[config.mk]
export PLATFORM = sky130hd
export DESIGN_NAME = pin_crossbar
export DESIGN_NICKNAME = d
export VERILOG_FILES = /design/src/rtl/pin_crossbar_pkg.sv /design/src/rtl/pin_crossbar_ctrl.sv /design/src/rtl/pin_crossbar_datapath.sv /design/src/rtl/pin_crossbar.sv
export SDC_FILE = /design/constraint.sdc
export NUM_CORES = 2
export LEC_CHECK = 0
export BUFFER_PORTS_ARGS = -buffer_cell sky130_fd_sc_hd__buf_4
export CORE_UTILIZATION = 42
export CTS_CLUSTER_DIAMETER = 30
export DETAILED_ROUTE_END_ITERATION = 12
export GPL_TIMING_DRIVEN = 1
export PLACE_DENSITY = 0.63
export SYNTH_ARGS = -nofsm -noshare
export SYNTH_HDL_FRONTEND = slang
export SYNTH_SLANG_ARGS = --single-unit
[constraint.sdc]
create_clock -name clk -period 29.1 [get_ports clk]
set_input_delay 4.365 -clock clk [delete_from_list [all_inputs] [get_ports clk]]
set_output_delay 4.365 -clock clk [all_outputs]
set_load 0.02 [all_outputs]
[src/rtl/pin_crossbar_pkg.sv]
package pin_crossbar_pkg;
  localparam int PORT_W    = 8;
  localparam int NUM_PORTS = 3;
  localparam int NUM_PINS  = PORT_W * NUM_PORTS;
  localparam int NUM_SIGS  = 22;
  localparam int CODE_W    = 5;
  localparam int PIN_W     = $clog2(NUM_PINS);
  localparam int NUM_CMP   = 4;
  localparam int NUM_PCA   = 6;
  localparam int PCA_W     = 3;
  localparam int NUM_TMR   = 2;
  localparam logic [CODE_W-1:0] GPIO_CODE = '1;

  // signal codes, in priority order
  localparam int SIG_TX    = 0;
  localparam int SIG_RX    = 1;
  localparam int SIG_SCK   = 2;
  localparam int SIG_MISO  = 3;
  localparam int SIG_MOSI  = 4;
  localparam int SIG_NSS   = 5;
  localparam int SIG_SDA   = 6;
  localparam int SIG_SCL   = 7;
  localparam int SIG_CMP0  = 8;
  localparam int SIG_SYSCK = 12;
  localparam int SIG_PCA0  = 13;
  localparam int SIG_ECI   = 19;
  localparam int SIG_TMR0  = 20;

  localparam int TX_PIN = 4;
  localparam int RX_PIN = 5;

  typedef struct packed {
    logic                 uartEn;
    logic                 spiEn;
    logic [1:0]           nssMode;
    logic                 smbEn;
    logic [NUM_CMP-1:0]   cmpEn;
    logic                 sysClkOutEn;
    logic [PCA_W-1:0]     pcaCount;
    logic                 eciEn;
    logic [NUM_TMR-1:0]   timerEn;
    logic [NUM_PINS-1:0]  skip;
  } cfg_t;

  typedef struct packed {
    logic cfgLoad;
    logic mapLoad;
  } strobe_t;
endpackage

[src/rtl/pin_crossbar_ctrl.sv]
module pin_crossbar_ctrl
  import pin_crossbar_pkg::*;
(
  input  logic    clk,
  input  logic    rst,
  output strobe_t strb
);
  logic cfgHeld;

  always_ff @(posedge clk) begin
    if (rst) cfgHeld <= 1'b0;
    else     cfgHeld <= 1'b1;
  end

  always_comb begin
    strb.cfgLoad = !rst;
    strb.mapLoad = cfgHeld && !rst;
  end
endmodule

[src/rtl/pin_crossbar_datapath.sv]
module pin_crossbar_datapath
  import pin_crossbar_pkg::*;
(
  input  logic                clk,
  input  logic                rst,
  input  cfg_t                cfgIn,
  input  strobe_t             strb,
  output logic [CODE_W-1:0]   funcQ [NUM_PINS],
  output logic [PIN_W-1:0]    pinQ  [NUM_SIGS],
  output logic [NUM_SIGS-1:0] validQ
);
  cfg_t cfgQ;

  always_ff @(posedge clk) begin
    if (rst)               cfgQ <= '0;
    else if (strb.cfgLoad) cfgQ <= cfgIn;
  end

  function automatic logic [PIN_W:0] firstFree(input logic [NUM_PINS-1:0] m);
    logic [PIN_W:0] r;
    r = '0;
    for (int p = NUM_PINS - 1; p >= 0; p--)
      if (m[p]) r = {1'b1, PIN_W'(p)};
    return r;
  endfunction

  logic [NUM_SIGS-1:0] req;
  logic [NUM_PINS-1:0] freeMask;
  logic [CODE_W-1:0]   nextFunc [NUM_PINS];
  logic [PIN_W-1:0]    nextPin  [NUM_SIGS];
  logic [NUM_SIGS-1:0] nextValid;
  logic                smbOk;
  logic [PIN_W:0]      pick;

  always_comb begin
    req = '0;
    req[SIG_SCK]  = cfgQ.spiEn;
    req[SIG_MISO] = cfgQ.spiEn;
    req[SIG_MOSI] = cfgQ.spiEn;
    req[SIG_NSS]  = cfgQ.spiEn && (cfgQ.nssMode != 2'b00);
    req[SIG_SDA]  = cfgQ.smbEn;
    req[SIG_SCL]  = cfgQ.smbEn;
    for (int c = 0; c < NUM_CMP; c++) req[SIG_CMP0 + c] = cfgQ.cmpEn[c];
    req[SIG_SYSCK] = cfgQ.sysClkOutEn;
    for (int c = 0; c < NUM_PCA; c++)
      req[SIG_PCA0 + c] = (int'(cfgQ.pcaCount) > c);
    req[SIG_ECI] = cfgQ.eciEn;
    for (int t = 0; t < NUM_TMR; t++) req[SIG_TMR0 + t] = cfgQ.timerEn[t];
  end

  always_comb begin
    freeMask  = ~cfgQ.skip;
    nextValid = '0;
    smbOk     = 1'b0;
    pick      = '0;
    for (int p = 0; p < NUM_PINS; p++) nextFunc[p] = GPIO_CODE;
    for (int s = 0; s < NUM_SIGS; s++) nextPin[s] = '0;

    if (cfgQ.uartEn) begin
      freeMask[TX_PIN]   = 1'b0;
      freeMask[RX_PIN]   = 1'b0;
      nextFunc[TX_PIN]   = CODE_W'(SIG_TX);
      nextFunc[RX_PIN]   = CODE_W'(SIG_RX);
      nextPin[SIG_TX]    = PIN_W'(TX_PIN);
      nextPin[SIG_RX]    = PIN_W'(RX_PIN);
      nextValid[SIG_TX]  = 1'b1;
      nextValid[SIG_RX]  = 1'b1;
    end

    for (int s = SIG_SCK; s < NUM_SIGS; s++) begin
      if (s == SIG_SDA) smbOk = ($countones(freeMask) >= 2);
      if (req[s] && ((s != SIG_SDA && s != SIG_SCL) || smbOk)) begin
        pick = firstFree(freeMask);
        if (pick[PIN_W]) begin
          freeMask[pick[PIN_W-1:0]] = 1'b0;
          nextFunc[pick[PIN_W-1:0]] = CODE_W'(s);
          nextPin[s]                = pick[PIN_W-1:0];
          nextValid[s]              = 1'b1;
        end
      end
    end
  end

  always_ff @(posedge clk) begin
    if (rst) begin
      for (int p = 0; p < NUM_PINS; p++) funcQ[p] <= GPIO_CODE;
      for (int s = 0; s < NUM_SIGS; s++) pinQ[s] <= '0;
      validQ <= '0;
    end else if (strb.mapLoad) begin
      for (int p = 0; p < NUM_PINS; p++) funcQ[p] <= nextFunc[p];
      for (int s = 0; s < NUM_SIGS; s++) pinQ[s] <= nextPin[s];
      validQ <= nextValid;
    end
  end
endmodule

[src/rtl/pin_crossbar.sv]
module pin_crossbar
  import pin_crossbar_pkg::*;
(
  input  logic                         clk,
  input  logic                         rst,
  input  logic                         uartEn,
  input  logic                         spiEn,
  input  logic [1:0]                   nssMode,
  input  logic                         smbEn,
  input  logic [NUM_CMP-1:0]           cmpEn,
  input  logic                         sysClkOutEn,
  input  logic [PCA_W-1:0]             pcaCount,
  input  logic                         eciEn,
  input  logic [NUM_TMR-1:0]           timerEn,
  input  logic [PORT_W-1:0]            skipMask0,
  input  logic [PORT_W-1:0]            skipMask1,
  input  logic [PORT_W-1:0]            skipMask2,
  output logic [NUM_PINS*CODE_W-1:0]   pinFunc,
  output logic [NUM_SIGS*PIN_W-1:0]    sigPin,
  output logic [NUM_SIGS-1:0]          sigValid
);
  cfg_t                cfgIn;
  strobe_t             strb;
  logic [CODE_W-1:0]   funcQ [NUM_PINS];
  logic [PIN_W-1:0]    pinQ  [NUM_SIGS];

  always_comb begin
    cfgIn.uartEn      = uartEn;
    cfgIn.spiEn       = spiEn;
    cfgIn.nssMode     = nssMode;
    cfgIn.smbEn       = smbEn;
    cfgIn.cmpEn       = cmpEn;
    cfgIn.sysClkOutEn = sysClkOutEn;
    cfgIn.pcaCount    = pcaCount;
    cfgIn.eciEn       = eciEn;
    cfgIn.timerEn     = timerEn;
    cfgIn.skip        = {skipMask2, skipMask1, skipMask0};
  end

  pin_crossbar_ctrl u_ctrl (
    .clk  (clk),
    .rst  (rst),
    .strb (strb)
  );

  pin_crossbar_datapath u_dp (
    .clk    (clk),
    .rst    (rst),
    .cfgIn  (cfgIn),
    .strb   (strb),
    .funcQ  (funcQ),
    .pinQ   (pinQ),
    .validQ (sigValid)
  );

  for (genvar p = 0; p < NUM_PINS; p++) begin : g_pinOut
    assign pinFunc[p*CODE_W +: CODE_W] = funcQ[p];
  end
  for (genvar s = 0; s < NUM_SIGS; s++) begin : g_sigOut
    assign sigPin[s*PIN_W +: PIN_W] = pinQ[s];
  end
endmodule

==> results.yml, run 1 <==
synth:
  syn_area_um2: 30200
  synthTopCellsByCount: "nand2_1 (499), nor2_1 (453), a21oi_1 (331)"
  synthArstFlopShare_pct: 0
  seq_area_frac_synth_pct: 18.7
  yosysTopAreaCellShare_pct: 18.7
  synth.avg_cell_area_um2: 7.03
  yosysTopAreaCell: "dfxtp_1"
  synth.most_common_cell: "nand2_1"
  syn_inst: 4301
  synth.ff_latch_count: 282
  synthTopCellsByArea: "dfxtp_1 (19%), nand2_1 (6.2%), nor2_1 (5.6%)"
  synth.distinct_cells: 133
  yosysWarnings: 0
  synthFlopType: "dfxtp_1"
  synth_edf_count: 0
placement:
  portBuffers: 286
  hpwl_um: 183000
  dp.cells: 7414
  gp_congestion: 1.23
  placed_area_um2: 48800
cts:
  clock_path_buffers: 3
  cts_root_buf: "clkbuf_16"
  clock_sinks: 282
  cts_buffers: 70
  htreeDepth: 3
die:
  io_pins: 294
  die_w_um: 270
  rows: 97
  die_h_um: 270
  start_util_pct: 42.8
timing:
  endpoint_type: "register data pin"
  postGrtWorstEndpoint: "u_dp.funcQ[31]$_SDFFE_PP1P_/D"
status:
  firstError: "[ERROR GRT-0232] Routing congestion too high. Check the congestion heatmap in the GUI."
  status: "did not finish"
  stop_stage: "5_1_grt"
global_routing:
  grt_max_degree: 78
  grt.overflow.total: 204
  track_usage_pct: 71.1
==> repair_timing <==
action / 4_1_cts
hold buffers: 0
endpoints found under the setup margin: 114
resized for setup: 655
buffers inserted: 322
pin swaps: 299
gates cloned: 3
==> kinds of logic after synthesis <==
group / share of synthesized area (%)
AND/OR/NAND/NOR: 32.3
buffers and inverters: 4.01
other: 0.0124
flip-flops: 18.7
adder cells (fa/ha/maj): 2.35
multiplexers: 0.397
AO/OA/AOI/OAI: 42.3
==> per-stage QoR <==
stage / setup slack (ps) / hold slack, ps
after floorplan: -12.3 / 516
after global placement: -3990 / 428
after CTS: -547 / 444
after detailed placement: -3960 / 432
==> per-layer routing <==
metal	GRT overflow	GRT usage (%)
met1	1	75.1
met2	105	89.2
met3	3	51.6
met4	95	65.4
met5	0	17.1
==> inputs of run 2 (changes only) <==
--- a/config.mk
+++ b/config.mk
@@ -6,11 +6,10 @@
 export NUM_CORES = 2
 export LEC_CHECK = 0
 export BUFFER_PORTS_ARGS = -buffer_cell sky130_fd_sc_hd__buf_4
-export CORE_UTILIZATION = 42
-export CTS_CLUSTER_DIAMETER = 30
+export CORE_UTILIZATION = 27
 export DETAILED_ROUTE_END_ITERATION = 12
 export GPL_TIMING_DRIVEN = 1
-export PLACE_DENSITY = 0.63
+export PLACE_DENSITY_LB_ADDON = 0.15
 export SYNTH_ARGS = -nofsm -noshare
 export SYNTH_HDL_FRONTEND = slang
 export SYNTH_SLANG_ARGS = --single-unit
==> constraint.sdc (replaced) <==
create_clock -name clk -period 37.8 [get_ports clk]
set_input_delay 5.67 -clock clk [delete_from_list [all_inputs] [get_ports clk]]
set_output_delay 5.67 -clock clk [all_outputs]
set_load 0.02 [all_outputs]
==> run 2 against run 1 <==
Against the previous run:
- the flow now finishes, with violations (capacitance limit, slew limit)
- synthesized cell count unchanged
- area after synthesis stayed put
==> results.yml, run 2 <==
placement:
  gp_congestion: 1.14
  dp.cells: 7160
  hpwl_um: 207000
  placed_area_um2: 43100
  dpl_worst_slack_ps: -15.2
  portBuffers: 286
power:
  peakVddDrop_mv: 0.0674
  finalPower_mw: 2.74
  leakage_nw: 18.8
  power_density_nw_per_um2: 61.5
worst_setup_path:
  criticalPathCategory: "flop to flop"
  r2r_setup_slack_ps: 1360
  crit_buf_inv: 21
  cp-start-kind: "flop"
  cp_max_fo: 14
  cpMaxStageDelayCell: "dfxtp_1"
  path_common_cell: "buf_4"
  slowest_delay_ps: 640
  critPathArrivalTime_ps: 36930
  worst_setup_path_end_kind: "flop"
  critPathRequiredTime_ps: 38290
  cp_top_family: "compound AO/OA/AOI/OAI gates"
global_routing:
  track_usage_pct: 41.2
  first_global_vias: 42400
  grt_max_degree: 110
  antenna_found_initial: 21
  grt.overflow.total: 0
  grt_pass1_wl_um: 332000
cts:
  worstSkewPairLatency_ps: 640
  clkTransAtPathRegs_ps: 60
  cts_root_buf: "clkbuf_16"
  cts_tree: "built"
  htreeDepth: 2
  clock_path_buffers: 3
  clock_sinks: 282
  cts_buffers: 39
  holdBufCountCts: 0
flow_run:
  drv_cap: 1
synth:
  synth.avg_cell_area_um2: 7.03
  synthTopCellsByCount: "nand2_1 (499), nor2_1 (453), a21oi_1 (331)"
  synthTopCellsByArea: "dfxtp_1 (19%), nand2_1 (6.2%), nor2_1 (5.6%)"
  seq_area_frac_synth_pct: 18.7
  synth_edf_count: 0
  synth.distinct_cells: 133
  synthArstFlopShare_pct: 0
  synthFlopType: "dfxtp_1"
  synth.most_common_cell: "nand2_1"
  yosysTopAreaCell: "dfxtp_1"
  yosysWarnings: 0
  yosysTopAreaCellShare_pct: 18.7
  syn_area_um2: 30200
  synth.ff_latch_count: 282
  syn_inst: 4301
layout:
  top_register: "u_dp.funcQ"
  utilization_pct: 40.2
  final_common_cell: "buf_4"
  post_route_cells_drive_above_1_share_pct: 33.0
  reg_top3: "u_dp.funcQ (120), u_dp.pinQ (100), u_dp.cfgQ (40)"
  layout_common_cells: "buf_4 (1549), nand2_1 (498), nor2_1 (448), a21oi_1 (328), dfxtp_1 (278)"
  finalNetCount: 5805
  area_growth_pct: 47.5
  layoutNonFillerInstCount: 7247
  nFillCells: 12000
  largest_reg_flops: 120
  stdcell_area_um2: 44600
timing:
  tns_ps: 0
  fin_crit_sh_pct: 96.4
  worst_pin_slew_ps: 1530
  relSlewSlack_pct: -3.33
  drv_slew: 3
  period_minus_slack_ps: 36440
  clock_skew_ps: 30.8
  finalHoldWorstSlack_ps: 438
  fmax_mhz: 27.4
  hold_violations: 0
  setup-violations-final: 0
  worst_slack_ps: 1360
die:
  fp.dieArea_um2: 113000
  io_pins: 294
  die_w_um: 337
  rows: 122
  die_h_um: 337
  core_area_um2: 111000
  start_util_pct: 27.3
routing:
  vias_per_cell: 6.29
  routed_wl_um: 242000
  detail-route-antenna-nets: 0
  first_iter_violations: 6234
  firstDrtPassIters: 7
  wire_per_inst_um: 33.4
  remaining_drc_errors: 0
  vias: 45600
min_path:
  hp-class: "flop to flop"
status:
  violations: "capacitance limit, slew limit"
  status: "finished with violations"
## run 2: what timing repair did
action | in CTS | in global routing
pin swaps | 0 | 4
setup buffers | 0 | 7
hold endpoints to repair | 0 | 0
gates resized for setup | 4 | 34
setup endpoints to repair | 17 | 82
## run 2: final timing paths
path                                              startpoint                            to  cells after the start
worst max-delay path                 u_dp.cfgQ[2]$_SDFF_PP0_   u_dp.funcQ[33]$_SDFFE_PP1P_                    127
worst max register to register       u_dp.cfgQ[2]$_SDFF_PP0_   u_dp.funcQ[33]$_SDFFE_PP1P_                    127
worst min-delay path            u_dp.validQ[17]$_SDFFE_PP0P_  u_dp.validQ[17]$_SDFFE_PP0P_                      2
worst min register to register  u_dp.validQ[17]$_SDFFE_PP0P_  u_dp.validQ[17]$_SDFFE_PP0P_                      2
## run 2: logic make-up (layout without fill, tap and decap cells)
family	count (synthesis)	in the layout	share of synthesized area (%)
compound gates	1757	1757	42.3
fa+ha+maj	46	46	2.35
buf+inv	275	1713	4.01
flops	282	282	18.7
mux	12	12	0.397
other cells	1	21	0.0124
simple gates	1928	1928	32.3
## run 2: layer usage
metal  GRT usage (%)  part of all wire [%]
met1            51.9                    40
met2            62.0                    42
met3            11.5                    11
met4            24.8                   7.3
met5               0                 0.052
## run 2: report_power, final
| part | leakage (nW) | internal (mW) | switching [mW] | total [mW] |
|---|---|---|---|---|
| registers | 2.31 | 0.321 | 0.0332 | 0.354 |
| logic | 15.9 | 0.811 | 1.19 | 2.01 |
| clock network | 0.625 | 0.221 | 0.164 | 0.384 |
| total | 18.8 | 1.35 | 1.39 | 2.74 |
## run 2: worst reg2reg max path: cells and delay by family, from the launching register on
| family | cells | cell delay, ps |
|---|---|---|
| adder cells (fa/ha/maj) | 8 | 3380 |
| buffers and inverters | 21 | 3530 |
| AO/OA/AOI/OAI | 55 | 17370 |
| flip-flops | 1 | 640 |
| AND/OR/NAND/NOR | 43 | 11440 |
## run 2: final cells by class
| class | count | area [um2] | area share, % |
|---|---|---|---|
| Tap cell | 1488 | 1860 | 4.17 |
| Timing Repair Buffer | 1559 | 11800 | 26.4 |
| Sequential cell | 282 | 5650 | 12.7 |
| Multi-Input combinational cell | 3750 | 23600 | 53.0 |
| Inverter | 88 | 333 | 0.746 |
| Clock inverter | 17 | 210 | 0.471 |
| Clock buffer | 49 | 1060 | 2.38 |
| Antenna cell | 14 | 35.0 | 0.0786 |
Note: power is estimated with default switching activity, not from simulation.
